### src/rtl/bcd_pkg.sv
`timescale 1ns/1ps
package bcd_pkg;
  localparam int DIGIT_W   = 4;
  localparam int DIGIT_MAX = 9;

  typedef enum logic {
    DIR_UP   = 1'b0,
    DIR_DOWN = 1'b1
  } dir_e;
endpackage

### src/rtl/bcd_rst_sync.sv
`timescale 1ns/1ps
module bcd_rst_sync #(
  parameter int STAGES = 2
) (
  input  logic clk,
  input  logic rst_n,
  output logic rst_sync_n
);
  logic [STAGES-1:0] pipe_q;

  always_ff @(posedge clk or negedge rst_n) begin
    if (!rst_n) pipe_q <= '0;
    else        pipe_q <= {pipe_q[STAGES-2:0], 1'b1};
  end

  assign rst_sync_n = pipe_q[STAGES-1];
endmodule

### src/rtl/bcd_step.sv
`timescale 1ns/1ps
module bcd_step
  import bcd_pkg::*;
#(
  parameter int W   = DIGIT_W,
  parameter int MAX = DIGIT_MAX
) (
  input  logic [W-1:0] cur,
  input  dir_e         dir,
  output logic [W-1:0] nxt
);
  localparam logic [W-1:0] TOP = W'(MAX);

  always_comb begin
    if (dir == DIR_UP) begin
      nxt = (cur >= TOP) ? '0 : cur + W'(1);
    end else begin
      nxt = (cur == '0 || cur > TOP) ? TOP : cur - W'(1);
    end
  end
endmodule

### src/rtl/bcd_cascade.sv
`timescale 1ns/1ps
module bcd_cascade
  import bcd_pkg::*;
#(
  parameter int W   = DIGIT_W,
  parameter int MAX = DIGIT_MAX
) (
  input  logic         clk,
  input  logic [W-1:0] cur,
  input  dir_e         dir,
  input  logic         cnt_en_n,
  output logic         tc,
  output logic         ripple_n
);
  localparam logic [W-1:0] TOP = W'(MAX);

  assign tc       = (dir == DIR_UP) ? (cur == TOP) : (cur == '0);
  assign ripple_n = ~(~cnt_en_n & tc & ~clk);
endmodule

### src/rtl/bcd_updown_digit.sv
`timescale 1ns/1ps
module bcd_updown_digit
  import bcd_pkg::*;
#(
  parameter int W   = DIGIT_W,
  parameter int MAX = DIGIT_MAX
) (
  input  logic         clk,
  input  logic         rst_n,
  input  logic         load_n,
  input  logic [W-1:0] preset_d,
  input  logic         cnt_en_n,
  input  logic         down,
  output logic [W-1:0] q,
  output logic         term_cnt,
  output logic         ripple_n
);
  localparam logic [W-1:0] TOP = W'(MAX);

  logic         rst_q;
  logic [W-1:0] cnt_r;
  logic [W-1:0] cnt_nx;
  logic [W-1:0] step_val;
  logic         cnt_ce;
  dir_e         dir;

  assign dir = dir_e'(down);

  bcd_rst_sync #(.STAGES(2)) u_rst (
    .clk        (clk),
    .rst_n      (rst_n),
    .rst_sync_n (rst_q)
  );

  bcd_step #(.W(W), .MAX(MAX)) u_step (
    .cur (cnt_r),
    .dir (dir),
    .nxt (step_val)
  );

  // next state: preset wins over counting
  assign cnt_ce = ~load_n | ~cnt_en_n;

  always_comb begin
    if (!load_n) cnt_nx = preset_d;
    else         cnt_nx = step_val;
  end

  always_ff @(posedge clk or negedge rst_q) begin
    if (!rst_q)      cnt_r <= '0;
    else if (cnt_ce) cnt_r <= cnt_nx;
  end

  // preset appears on the output without waiting for an edge
  assign q = load_n ? cnt_r : preset_d;

  bcd_cascade #(.W(W), .MAX(MAX)) u_casc (
    .clk      (clk),
    .cur      (q),
    .dir      (dir),
    .cnt_en_n (cnt_en_n),
    .tc       (term_cnt),
    .ripple_n (ripple_n)
  );

  assert_step_up_R2: assert property (@(posedge clk) disable iff (!rst_q)
    (load_n && !cnt_en_n && !down && cnt_r < TOP) |=> (cnt_r == $past(cnt_r) + W'(1)));

  assert_wrap_up_R3: assert property (@(posedge clk) disable iff (!rst_q)
    (load_n && !cnt_en_n && !down && cnt_r == TOP) |=> (cnt_r == '0));

  assert_wrap_dn_R4: assert property (@(posedge clk) disable iff (!rst_q)
    (load_n && !cnt_en_n && down && cnt_r == '0) |=> (cnt_r == TOP));

  assert_hold_R5: assert property (@(posedge clk) disable iff (!rst_q)
    (load_n && cnt_en_n) |=> $stable(cnt_r));

  assert_preset_R6: assert property (@(posedge clk) disable iff (!rst_q)
    (!load_n) |=> (cnt_r == $past(preset_d)));

  assert_legal_R9: assert property (@(posedge clk) disable iff (!rst_q)
    (load_n && !cnt_en_n) |=> (cnt_r <= TOP));
endmodule

### config.mk
export PLATFORM = sky130hd
export DESIGN_NAME = bcd_updown_digit
export DESIGN_NICKNAME = d
export VERILOG_FILES = /design/src/rtl/bcd_pkg.sv /design/src/rtl/bcd_rst_sync.sv /design/src/rtl/bcd_step.sv /design/src/rtl/bcd_cascade.sv /design/src/rtl/bcd_updown_digit.sv
export SDC_FILE = /design/constraint.sdc
export NUM_CORES = 1
export LEC_CHECK = 0
export BUFFER_PORTS_ARGS = -buffer_cell sky130_fd_sc_hd__buf_2
export CAP_MARGIN = 0
export CORE_UTILIZATION = 40
export CTS_BUF_LIST = sky130_fd_sc_hd__clkbuf_4 sky130_fd_sc_hd__clkbuf_8 sky130_fd_sc_hd__clkbuf_16
export DETAILED_ROUTE_END_ITERATION = 10
export GPL_TIMING_DRIVEN = 0
export PLACE_DENSITY = 0.59
export SYNTH_ARGS = -nofsm -noshare
export SYNTH_HDL_FRONTEND = slang
export SYNTH_SLANG_ARGS = --single-unit
### constraint.sdc
create_clock -name clk -period 3.6 [get_ports clk]
set_input_delay 1.08 -clock clk [delete_from_list [all_inputs] [get_ports clk]]
set_output_delay 1.08 -clock clk [all_outputs]
set_load 0.01 [all_outputs]
==> out/results.txt, run 1 <==
run status: finished clean
synth unique cells: 33
Mapped Nets: 82
main area contributors after synthesis: dfrtp_1 26%, ha_1 6.5%, mux2_2 5.8%, a21oi_1 5.2%, nand2b_1 4.3%
final number of hold-violating endpoints: 0
DRC violation count after routing: 0
HPWL after DPL: 989 µm
type of origin of the critical path: clock port
number of antenna repair diodes: 0
via count: 589
vias in the first global route: 518
required time at the endpoint of the critical path: 2.52 ns
Gate Count Post-Synth: 70
leading cell type in the layout, fill and taps excluded: buf_2
nets@finish: 104
filler instances: 140
Final Max Tran Viols: 0
Leakage Power: 0.000337 µW
area share of the largest cell type after synthesis: 0.259
clock group share of total power: 0.380
Syn Std Cell Area: 581 µm²
worst supply voltage drop on vdd: 0.270 mV
DR iter-0 viols: 12
number of standard cells in the final layout excluding fillers: 105
setup bufs post-CTS: 0
count of max-cap constraint violations: 0
power share of the combinational group: 0.322
nature of the critical path endpoint: output pin
yosys synthesis warning count: 0
initial antenna violation count: 0
number of port buffers: 14
footprint of the flip-flops and latches: 150 µm²
Area growth syn-to-layout: 23.1%
top fanout value on the critical path: 2
global routing usage summed across all routing layers: 0.215
CP arrival: 2.29 ns
number of synthesized register bits: 6
wire length after detailed routing: 1.37 mm
accumulated negative setup slack: 0 ns
area share of fa/ha/maj cells after synthesis: 0.0647
number of hold buffers added after cts: 0
ratio of cells with drive above 1 in the final layout: 0.311
placer's final routability congestion estimate: 0.801
sequential area share after synthesis: 0.259
worst clock skew: 0.00359 ns
final setup fails: 0
path class of the lowest-slack min-delay path: register to asynchronous set/reset pin
switching portion of total power: 0.326
cell taking the most area after synthesis: dfrtp_1
first-pass GRT wire length: 2.15 mm
per-cell routed wire length: 13.0 µm
detailed-routing iteration count for the pre-antenna-repair pass: 3
clk_lat worst skew: 0.35 ns
largest family of logic cells by synthesized area: compound AO/OA/AOI/OAI gates
DIE AREA: 0.00161 mm²
area share of and/or/nand/nor cells after synthesis: 0.244
net switching power: 94.5 µW
antenna viol nets, final: 0
area taken by multi-input logic gates: 385 µm²
sequential share of power: 0.298
area of the core: 0.00132 mm²
aggregate global routing overflow: 0
cts repair resizes: 0
register-to-register setup slack: 1.63 ns
internal cell power: 195 µW
Post-Synthesis Mean Instance Area: 8.29 µm²
height of the chip: 40.1 µm
number of cells on the worst reg-to-reg path: 6
CTS tree: yes
leading cell types in the layout, fill and taps excluded: 14 x buf_2, 6 x inv_1, 6 x a21oi_1, 6 x clkbuf_4, 6 x dfrtp_1
share of cell area taken by muxes after synthesis: 0.0754
maximum number of pins on one net before global-route repair: 11
number of vias per cell after detailed routing: 5.61
power density normalized to cell area: 405 mW/mm²
# IOs: 15
width of the die: 40.1 µm
number of placed instances, taps included: 99
RSZ-0062 raised after global routing: no
Starting Density: 0.441
kind of critical path: clock port to output pin
clock slew seen by the registers of the worst setup and hold paths: 0.04 ns
num rows: 13
Synth Area in XOR/XNOR: 0
synthesized-area fraction occupied by ao, oa, aoi and oai cells: 0.274
## logic make-up after synthesis
| group | count (synthesis) |
|---|---|
| compound gates | 23 |
| fa+ha+maj | 3 |
| buf+inv | 10 |
| flops | 6 |
| mux | 4 |
| other cells | 1 |
| simple gates | 23 |
## synthesized netlist by cell type
| cell | count |
|---|---|
| conb_1 | 1 |
| a21oi_1 | 6 |
| a2bb2oi_1 | 1 |
| or3b_2 | 1 |
| and2b_2 | 1 |
| a32o_1 | 1 |
| nand3_1 | 2 |
| or3b_1 | 1 |
| o21bai_1 | 1 |
| o21ai_0 | 5 |
| nor2b_1 | 2 |
| nor3b_1 | 1 |
| a21o_1 | 2 |
| clkbuf_1 | 3 |
| a32oi_1 | 1 |
| or2b_1 | 1 |
| nand4b_1 | 1 |
| mux2i_1 | 1 |
| mux2_2 | 3 |
| inv_1 | 6 |
| ha_1 | 3 |
| a41o_2 | 1 |
| nor2_1 | 3 |
| nor3_1 | 2 |
| nand2_1 | 2 |
| a31oi_1 | 2 |
| o221ai_1 | 1 |
| dfrtp_1 | 6 |
| nand3b_1 | 2 |
| a311o_1 | 1 |
| buf_6 | 1 |
| nand2b_1 | 4 |
| a311o_2 | 1 |
## metal layers
metal | GRT usage | routed length [µm] | up-vias
li1 | - | - | 295
met1 | 0.277 | 670 | 277
met2 | 0.298 | 642 | 17
met3 | 0.0667 | 55 | 0
met4 | 0.155 | 0 | 0
met5 | 0 | 0 | -
## metrics by stage
| stage | instance area [µm²] | util | setup slack (ns) | power (µW) | hold WS (ns) |
|---|---|---|---|---|---|
| floorplan | 581 | - | 0.563 | 154 | 0.0403 |
| global placement | 669 | 0.508 | 0.317 | 182 | 0.0607 |
| detailed placement | 669 | 0.508 | 0.310 | 183 | 0.0581 |
| CTS | 714 | 0.542 | 0.200 | 295 | 0.0567 |
| global route | 714 | 0.542 | 0.186 | 312 | 0.0665 |
| finish | 714 | 0.542 | 0.225 | 290 | 0.0505 |
## sequential cells by signal (all words and copies together) (netlist names)
register and flops:
cnt_r 4, u_rst.pipe_q 2
## final timing paths
path | startpoint | endpoint
max | clk | ripple_n
min | u_rst.pipe_q[1] | cnt_r[2]
max reg2reg | cnt_r[0] | cnt_r[0]
min reg2reg | u_rst.pipe_q[1] | cnt_r[2]
max in group asynchronous | rst_n | u_rst.pipe_q[1]
min in group clk | u_rst.pipe_q[0] | u_rst.pipe_q[1]
## cell type report
class | count | share of cell area
clock buffers | 7 | 0.0701
well taps | 15 | 0.0263
inverters | 6 | 0.0315
repair buffers | 13 | 0.0911
plain buffers | 4 | 0.0315
multi-input cells | 54 | 0.539
flip-flops and latches | 6 | 0.210
## power by group through the flow
stage	clock network [µW]	logic [µW]	registers (µW)
3_5_place_dp	3.44	92.4	87.1
4_1_cts	116	93.0	86.2
3_3_place_gp	3.44	91.6	86.8
2_1_floorplan	3.00	67.7	83.0
6_report	110	93.3	86.2
5_1_grt	121	104	87.3
## worst max-delay path, stage by stage
cell and delay (ns):
clkbuf_4 0.11, clkbuf_4 0.12, nor2_1 0.08, nand2_1 0.05, buf_2 0.13
No activity file was read; power rests on OpenSTA's default activity.
==> run 2: changes to the inputs <==
--- a/config.mk
+++ b/config.mk
@@ -5,11 +5,13 @@
 export SDC_FILE = /design/constraint.sdc
 export NUM_CORES = 1
 export LEC_CHECK = 0
+export ABC_AREA = 1
 export BUFFER_PORTS_ARGS = -buffer_cell sky130_fd_sc_hd__buf_2
 export CAP_MARGIN = 0
-export CORE_UTILIZATION = 40
+export CORE_AREA = 2 2 39 41
 export CTS_BUF_LIST = sky130_fd_sc_hd__clkbuf_4 sky130_fd_sc_hd__clkbuf_8 sky130_fd_sc_hd__clkbuf_16
 export DETAILED_ROUTE_END_ITERATION = 10
+export DIE_AREA = 0 0 41 43
 export GPL_TIMING_DRIVEN = 0
 export PLACE_DENSITY = 0.59
 export SYNTH_ARGS = -nofsm -noshare
==> run 2 against run 1 <==
Net effect: core utilization shrank 7.2 points; setup slack got worse by 0.076 ns; clock skew increased by 0.0037 ns; global-route usage is 3.6 points lower; power rose by 0.45%; register-to-register slack improved by 0.40 ns; critical endpoint unchanged.
==> out/results.txt, run 2 <==
number of antenna repair diodes: 0 (unchanged)
total cell area at the placement stage: 606 µm² (-9.5%)
leading cell types in the layout, fill and taps excluded: 28 x nand2_1, 14 x buf_2, 8 x nand3_1
maximum number of pins on one net before global-route repair: 11 (unchanged)
final core area utilization: 0.470 (-0.0721)
clk_lat worst skew: 0.35 ns (about the same)
leading cell type in the layout, fill and taps excluded: nand2_1
RSZ-0062 raised after global routing: no
Post-synth EDFFs: 0 (unchanged)
final design area excluding fillers: 651 µm² (-8.9%)
placer's final routability congestion estimate: 0.716 (-11%)
area of the core: 0.00138 mm² (+5.0%)
switching portion of total power: 0.352 (+0.0254)
worst supply voltage drop on vdd: 0.267 mV (-1.0%)
count of max-cap constraint violations: 0 (unchanged)
top fanout value on the critical path: 2 (unchanged)
number of hold buffers added after cts: 0 (unchanged)
ratio of cells with drive above 1 in the final layout: 0.273 (-0.0384)
Area growth syn-to-layout: 26.2%
number of synthesized register bits: 6 (unchanged)
DR iter-0 viols: 8 (-4)
net switching power: 102 µW (+8.3%)
most frequently used cell type in the post-synthesis netlist: nand2_1
DRC violation count after routing: 0 (unchanged)
Async SR Flop Fraction: 1.00 (unchanged)
cts repair resizes: 0 (unchanged)
number of cells on the worst reg-to-reg path: 10 (+4)
setup bufs post-CTS: 0 (unchanged)
height of the chip: 43 µm (+7.2%)
internal cell power: 189 µW (-3.3%)
largest registers in the final layout: cnt_r: 4 flops, u_rst.pipe_q: 2 flops
clock group share of total power: 0.388 (+0.008)
num rows: 14 (+1)
final number of hold-violating endpoints: 0 (unchanged)
initial antenna violation count: 0 (unchanged)
global routing usage summed across all routing layers: 0.179 (-0.0356)
per-cell routed wire length: 10.3 µm (-21%)
vias in the first global route: 508 (-1.9%)
run status: finished clean
power density normalized to cell area: 447 mW/mm² (+10%)
sequential area share after synthesis: 0.291 (+0.0326)
number of port buffers: 14 (unchanged)
final setup fails: 0 (unchanged)
sequential share of power: 0.289 (-0.009)
Syn Std Cell Area: 515 µm² (-11%)
Largest register FFs: 4 (unchanged)
Setup WS post-layout: 0.150 ns (-0.0756 ns)
Starting Density: 0.373 (-0.0681)
Post-Synthesis Mean Instance Area: 6.53 µm² (-21%)
detailed-routing iteration count for the pre-antenna-repair pass: 4 (+1)
Post-synth top cells: 28 x nand2_1, 8 x nand3_1, 6 x dfrtp_1, 6 x inv_1, 6 x o21ai_0
main area contributors after synthesis: dfrtp_1 29%, nand2_1 20%, nand3_1 7.8%, ha_1 7.3%, o21ai_0 5.8%
# IOs: 15 (unchanged)
HPWL after DPL: 929 µm (-6.1%)
Gate Count Post-Synth: 79 (+13%)
width of the die: 41 µm (+2.3%)
synth unique cells: 19 (-42%)
nature of the critical path endpoint: output pin
CP arrival: 2.37 ns (+0.08 ns)
clock slew seen by the registers of the worst setup and hold paths: 0.04 ns (about the same)
nets@finish: 113 (+8.7%)
type of origin of the critical path: clock port
Final Max Tran Viols: 0 (unchanged)
antenna viol nets, final: 0 (unchanged)
CTS tree: yes
DIE AREA: 0.00176 mm² (+9.7%)
number of vias per cell after detailed routing: 4.89 (-13%)
DP Worst Slack: 0.425 ns (+0.115 ns)
first-pass GRT wire length: 2.01 mm (-6.1%)
Mapped Nets: 91 (+11%)
power share of the combinational group: 0.322 (about the same)
wire length after detailed routing: 1.18 mm (-13%)
yosys synthesis warning count: 0 (unchanged)
kind of critical path: clock port to output pin
register containing the most flip-flops in the final layout: cnt_r
cell taking the most area after synthesis: dfrtp_1
accumulated negative setup slack: 0 ns (unchanged)
path class of the lowest-slack min-delay path: register to asynchronous set/reset pin
minimum hold slack: 0.0440 ns (-0.00655 ns)
aggregate global routing overflow: 0 (unchanged)
required time at the endpoint of the critical path: 2.52 ns (about the same)
Leakage Power: 0.000362 µW (+7.5%)
via count: 562 (-4.6%)
area share of the largest cell type after synthesis: 0.291 (+0.0326)
worst clock skew: 0.00726 ns (+0.00367 ns)
main flop type after synthesis: dfrtp_1
[run 2: changes by cell type in the layout (fill, tap and decap cells not counted), sizes merged, moves of 4 or more]
cell,before,now
nand2,2,29
a21oi,6,0
nand3,2,8
o21ai,5,11
nand2b,4,0
[run 2: routing by layer]
layer / vias to the layer above / GRT usage / wire, µm / share of wire
li1: 294 / - / - / -
met1: 246 / 0.211 / 535 / 0.45
met2: 20 / 0.250 / 573 / 0.48
met3: 2 / 0.0838 / 65 / 0.055
met4: 0 / 0.113 / 10 / 0.0084
met5: - / 0 / 0 / 0
[run 2: final cells by class]
type / count / area (µm²)
multi-input combinational: 63 / 315
inverter: 9 / 38.8
buffer: 1 / 11.3
sequential: 6 / 150
clock buffer: 7 / 50.0
fill: 158 / 733
timing repair buffer: 13 / 65.1
tap: 16 / 20.0
[run 2: cell families after synthesis]
group	after synthesis	synth area share
DFF	6	0.291
and+or+nand+nor	46	0.384
adders and majority gates	3	0.0728
other	1	0.00727
buffers and inverters	10	0.0971
AOI/OAI and AO/OA	11	0.114
xor gates and xnor gates	2	0.0340
[run 2: final timing paths]
path	endpoint	slack, ns	from
worst max-delay path	ripple_n	0.15	clk
worst min-delay path	cnt_r[1]	0.04	u_rst.pipe_q[1]
worst max register to register	cnt_r[2]	2.03	cnt_r[0]
worst min register to register	cnt_r[1]	0.04	u_rst.pipe_q[1]
max in group asynchronous	u_rst.pipe_q[1]	3.00	rst_n
min in group clk	u_rst.pipe_q[1]	0.35	u_rst.pipe_q[0]
[run 2: power by group through the flow]
stage                     Combinational (µW)  Clock, µW  Sequential [µW]
after floorplan                         70.0       3.87             82.9
after global placement                  93.5       4.83             85.3
after detailed placement                94.3       4.83             85.5
after CTS                               94.9        119             84.5
after global routing                     108        126             86.0
final                                   93.7        113             84.2
[run 2: per-stage QoR]
stage	total power (µW)	std cells
6_report	291	115
5_1_grt	321	115
4_1_cts	298	115
3_5_place_dp	185	109
3_3_place_gp	184	109
2_1_floorplan	157	79
[run 2: critical path, cell delays in order]
cell and delay (ns):
clkbuf_4 0.11, clkbuf_4 0.12, nor2_1 0.09, nand4_1 0.09, buf_2 0.15
==> run 3: changes to the inputs <==
--- a/config.mk
+++ b/config.mk
@@ -13,7 +13,7 @@
 export DETAILED_ROUTE_END_ITERATION = 10
 export DIE_AREA = 0 0 41 43
 export GPL_TIMING_DRIVEN = 0
-export PLACE_DENSITY = 0.59
+export PLACE_DENSITY_LB_ADDON = 0.15
 export SYNTH_ARGS = -nofsm -noshare
 export SYNTH_HDL_FRONTEND = slang
 export SYNTH_SLANG_ARGS = --single-unit
==> constraint.sdc (replaced) <==
create_clock -name clk -period 3.6 [get_ports clk]
set_input_delay 1.08 -clock clk [delete_from_list [all_inputs] [get_ports clk]]
set_output_delay 1.08 -clock clk [all_outputs]
set_load 0.02 [all_outputs]
==> run 3 against run 2 <==
Net effect: power up 1.1%; critical endpoint unchanged; global-route usage down 0.98 points; largest power group unchanged; critical path type unchanged; cell count unchanged; highest routed layer unchanged; routed wire length down 5.2%.
==> out/results.txt, run 3 (synthesis gave the netlist of run 2 again) <==
power share of the combinational group: 0.335 (+0.013)
Leakage Power: 0.000362 µW (unchanged)
DIE AREA: 0.00176 mm² (unchanged)
detailed-routing iteration count for the pre-antenna-repair pass: 4 (unchanged)
final setup fails: 0 (unchanged)
maximum number of pins on one net before global-route repair: 11 (unchanged)
via count: 559 (-0.53%)
switching portion of total power: 0.359 (+0.00722)
vias in the first global route: 508 (unchanged)
register containing the most flip-flops in the final layout: cnt_r
CP arrival: 2.39 ns (+0.02 ns)
clk_lat worst skew: 0.34 ns (about the same)
nets@finish: 113 (unchanged)
filler instances: 154 (-2.5%)
internal cell power: 189 µW (about the same)
type of origin of the critical path: clock port
per-cell routed wire length: 9.77 µm (-5.2%)
largest stage delay on the critical path: 0.17 ns (+0.02 ns)
number of vias per cell after detailed routing: 4.86 (-0.53%)
top fanout value on the critical path: 2 (unchanged)
cts repair resizes: 0 (unchanged)
leading cell types in the layout, fill and taps excluded: 28 x nand2_1, 14 x buf_2, 8 x nand3_1
path class of the lowest-slack min-delay path: register to asynchronous set/reset pin
worst clock skew: 0.00374 ns (-0.00352 ns)
run status: finished clean
DRC violation count after routing: 0 (unchanged)
worst supply voltage drop on vdd: 0.330 mV (+23%)
CTS tree: yes
Starting Density: 0.373 (unchanged)
placer's final routability congestion estimate: 0.714 (-0.20%)
area of the core: 0.00138 mm² (unchanged)
setup bufs post-CTS: 0 (unchanged)
largest registers in the final layout: cnt_r: 4 flops, u_rst.pipe_q: 2 flops
Critical Path Slowest Stage Cell: buf_2
cell chain of the critical path: clkbuf_4 -> clkbuf_4 -> nor2_1 -> nand4_1 -> buf_2
clock group share of total power: 0.379 (-0.009)
nature of the critical path endpoint: output pin
ratio of cells with drive above 1 in the final layout: 0.273 (unchanged)
cell occurring most often along the worst timing path: clkbuf_4
DR iter-0 viols: 12 (+4)
antenna viol nets, final: 0 (unchanged)
RSZ-0062 raised after global routing: no
count of max-cap constraint violations: 0 (unchanged)
HPWL after DPL: 906 µm (-2.5%)
net switching power: 106 µW (+3.2%)
Largest register FFs: 4 (unchanged)
first-pass GRT wire length: 1.88 mm (-6.5%)
wire length after detailed routing: 1.12 mm (-5.2%)
Area growth syn-to-layout: 26.2% (unchanged)
height of the chip: 43 µm (unchanged)
initial antenna violation count: 0 (unchanged)
kind of critical path: clock port to output pin
leading cell type in the layout, fill and taps excluded: nand2_1
width of the die: 41 µm (unchanged)
required time at the endpoint of the critical path: 2.52 ns (about the same)
final number of hold-violating endpoints: 0 (unchanged)
Final Max Tran Viols: 0 (unchanged)
num rows: 14 (unchanged)
number of port buffers: 14 (unchanged)
aggregate global routing overflow: 0 (unchanged)
clock slew seen by the registers of the worst setup and hold paths: 0.04 ns (about the same)
global routing usage summed across all routing layers: 0.169 (-0.00978)
# IOs: 15 (unchanged)
minimum hold slack: 0.0536 ns (+0.00958 ns)
accumulated negative setup slack: 0 ns (unchanged)
sequential share of power: 0.286 (-0.003)
number of hold buffers added after cts: 0 (unchanged)
number of antenna repair diodes: 0 (unchanged)
power density normalized to cell area: 452 mW/mm² (+1.1%)
[run 3: cell counts in the layout (fill, tap and decap cells not counted)]
Identical to the previous run, type by type.
[run 3: final timing paths]
check,start,end,slack [ns],cells after the start
setup / recovery,clk,ripple_n,0.13,5
hold / removal,u_rst.pipe_q[1],cnt_r[2],0.05,0
setup reg to reg,cnt_r[0],cnt_r[2],2.01,10
hold reg to reg,u_rst.pipe_q[1],cnt_r[2],0.05,0
max in group asynchronous,rst_n,u_rst.pipe_q[0],2.99,1
min in group clk,u_rst.pipe_q[0],u_rst.pipe_q[1],0.35,0
[run 3: cell type report]
class	count	area, µm²	share of cell area
Tap cell	16	20.0	0.0308
Multi-Input combinational cell	63	315	0.485
Sequential cell	6	150	0.231
Clock buffer	7	50.0	0.0769
Buffer	1	11.3	0.0173
Inverter	9	38.8	0.0596
Timing Repair Buffer	13	65.1	0.100
[run 3: per-layer routing]
layer  GRT usage  part of all wire
met1       0.173              0.43
met4       0.140             0.019
met2       0.241              0.49
met3      0.0890             0.058
met5           0                 0
[run 3: power groups by stage]
| stage | Combinational (µW) | Sequential [µW] | Clock [µW] |
|---|---|---|---|
| finish | 98.5 | 84.1 | 112 |
| global route | 111 | 85.5 | 127 |
| CTS | 99.3 | 84.2 | 118 |
| detailed placement | 98.9 | 85.1 | 5.77 |
| global placement | 98.1 | 85.3 | 5.77 |
| floorplan | 74.6 | 82.9 | 4.80 |
[run 3: worst max-delay path, delay by kind of cell]
family,cells,cell delay [ns]
and+or+nand+nor,2,0.19
buffers and inverters,3,0.40
[run 3: stage by stage]
| step | cell area [µm²] | total power, µW | instances | setup WS (ns) | utilization |
|---|---|---|---|---|---|
| final | 651 | 294 | 115 | 0.129 | 0.470 |
| after global routing | 651 | 324 | 115 | 0.0862 | 0.470 |
| after CTS | 651 | 301 | 115 | 0.113 | 0.470 |
| after detailed placement | 606 | 190 | 109 | 0.406 | 0.438 |
| after global placement | 606 | 189 | 109 | 0.406 | 0.438 |
| after floorplan | 515 | 162 | 79 | 0.414 | - |
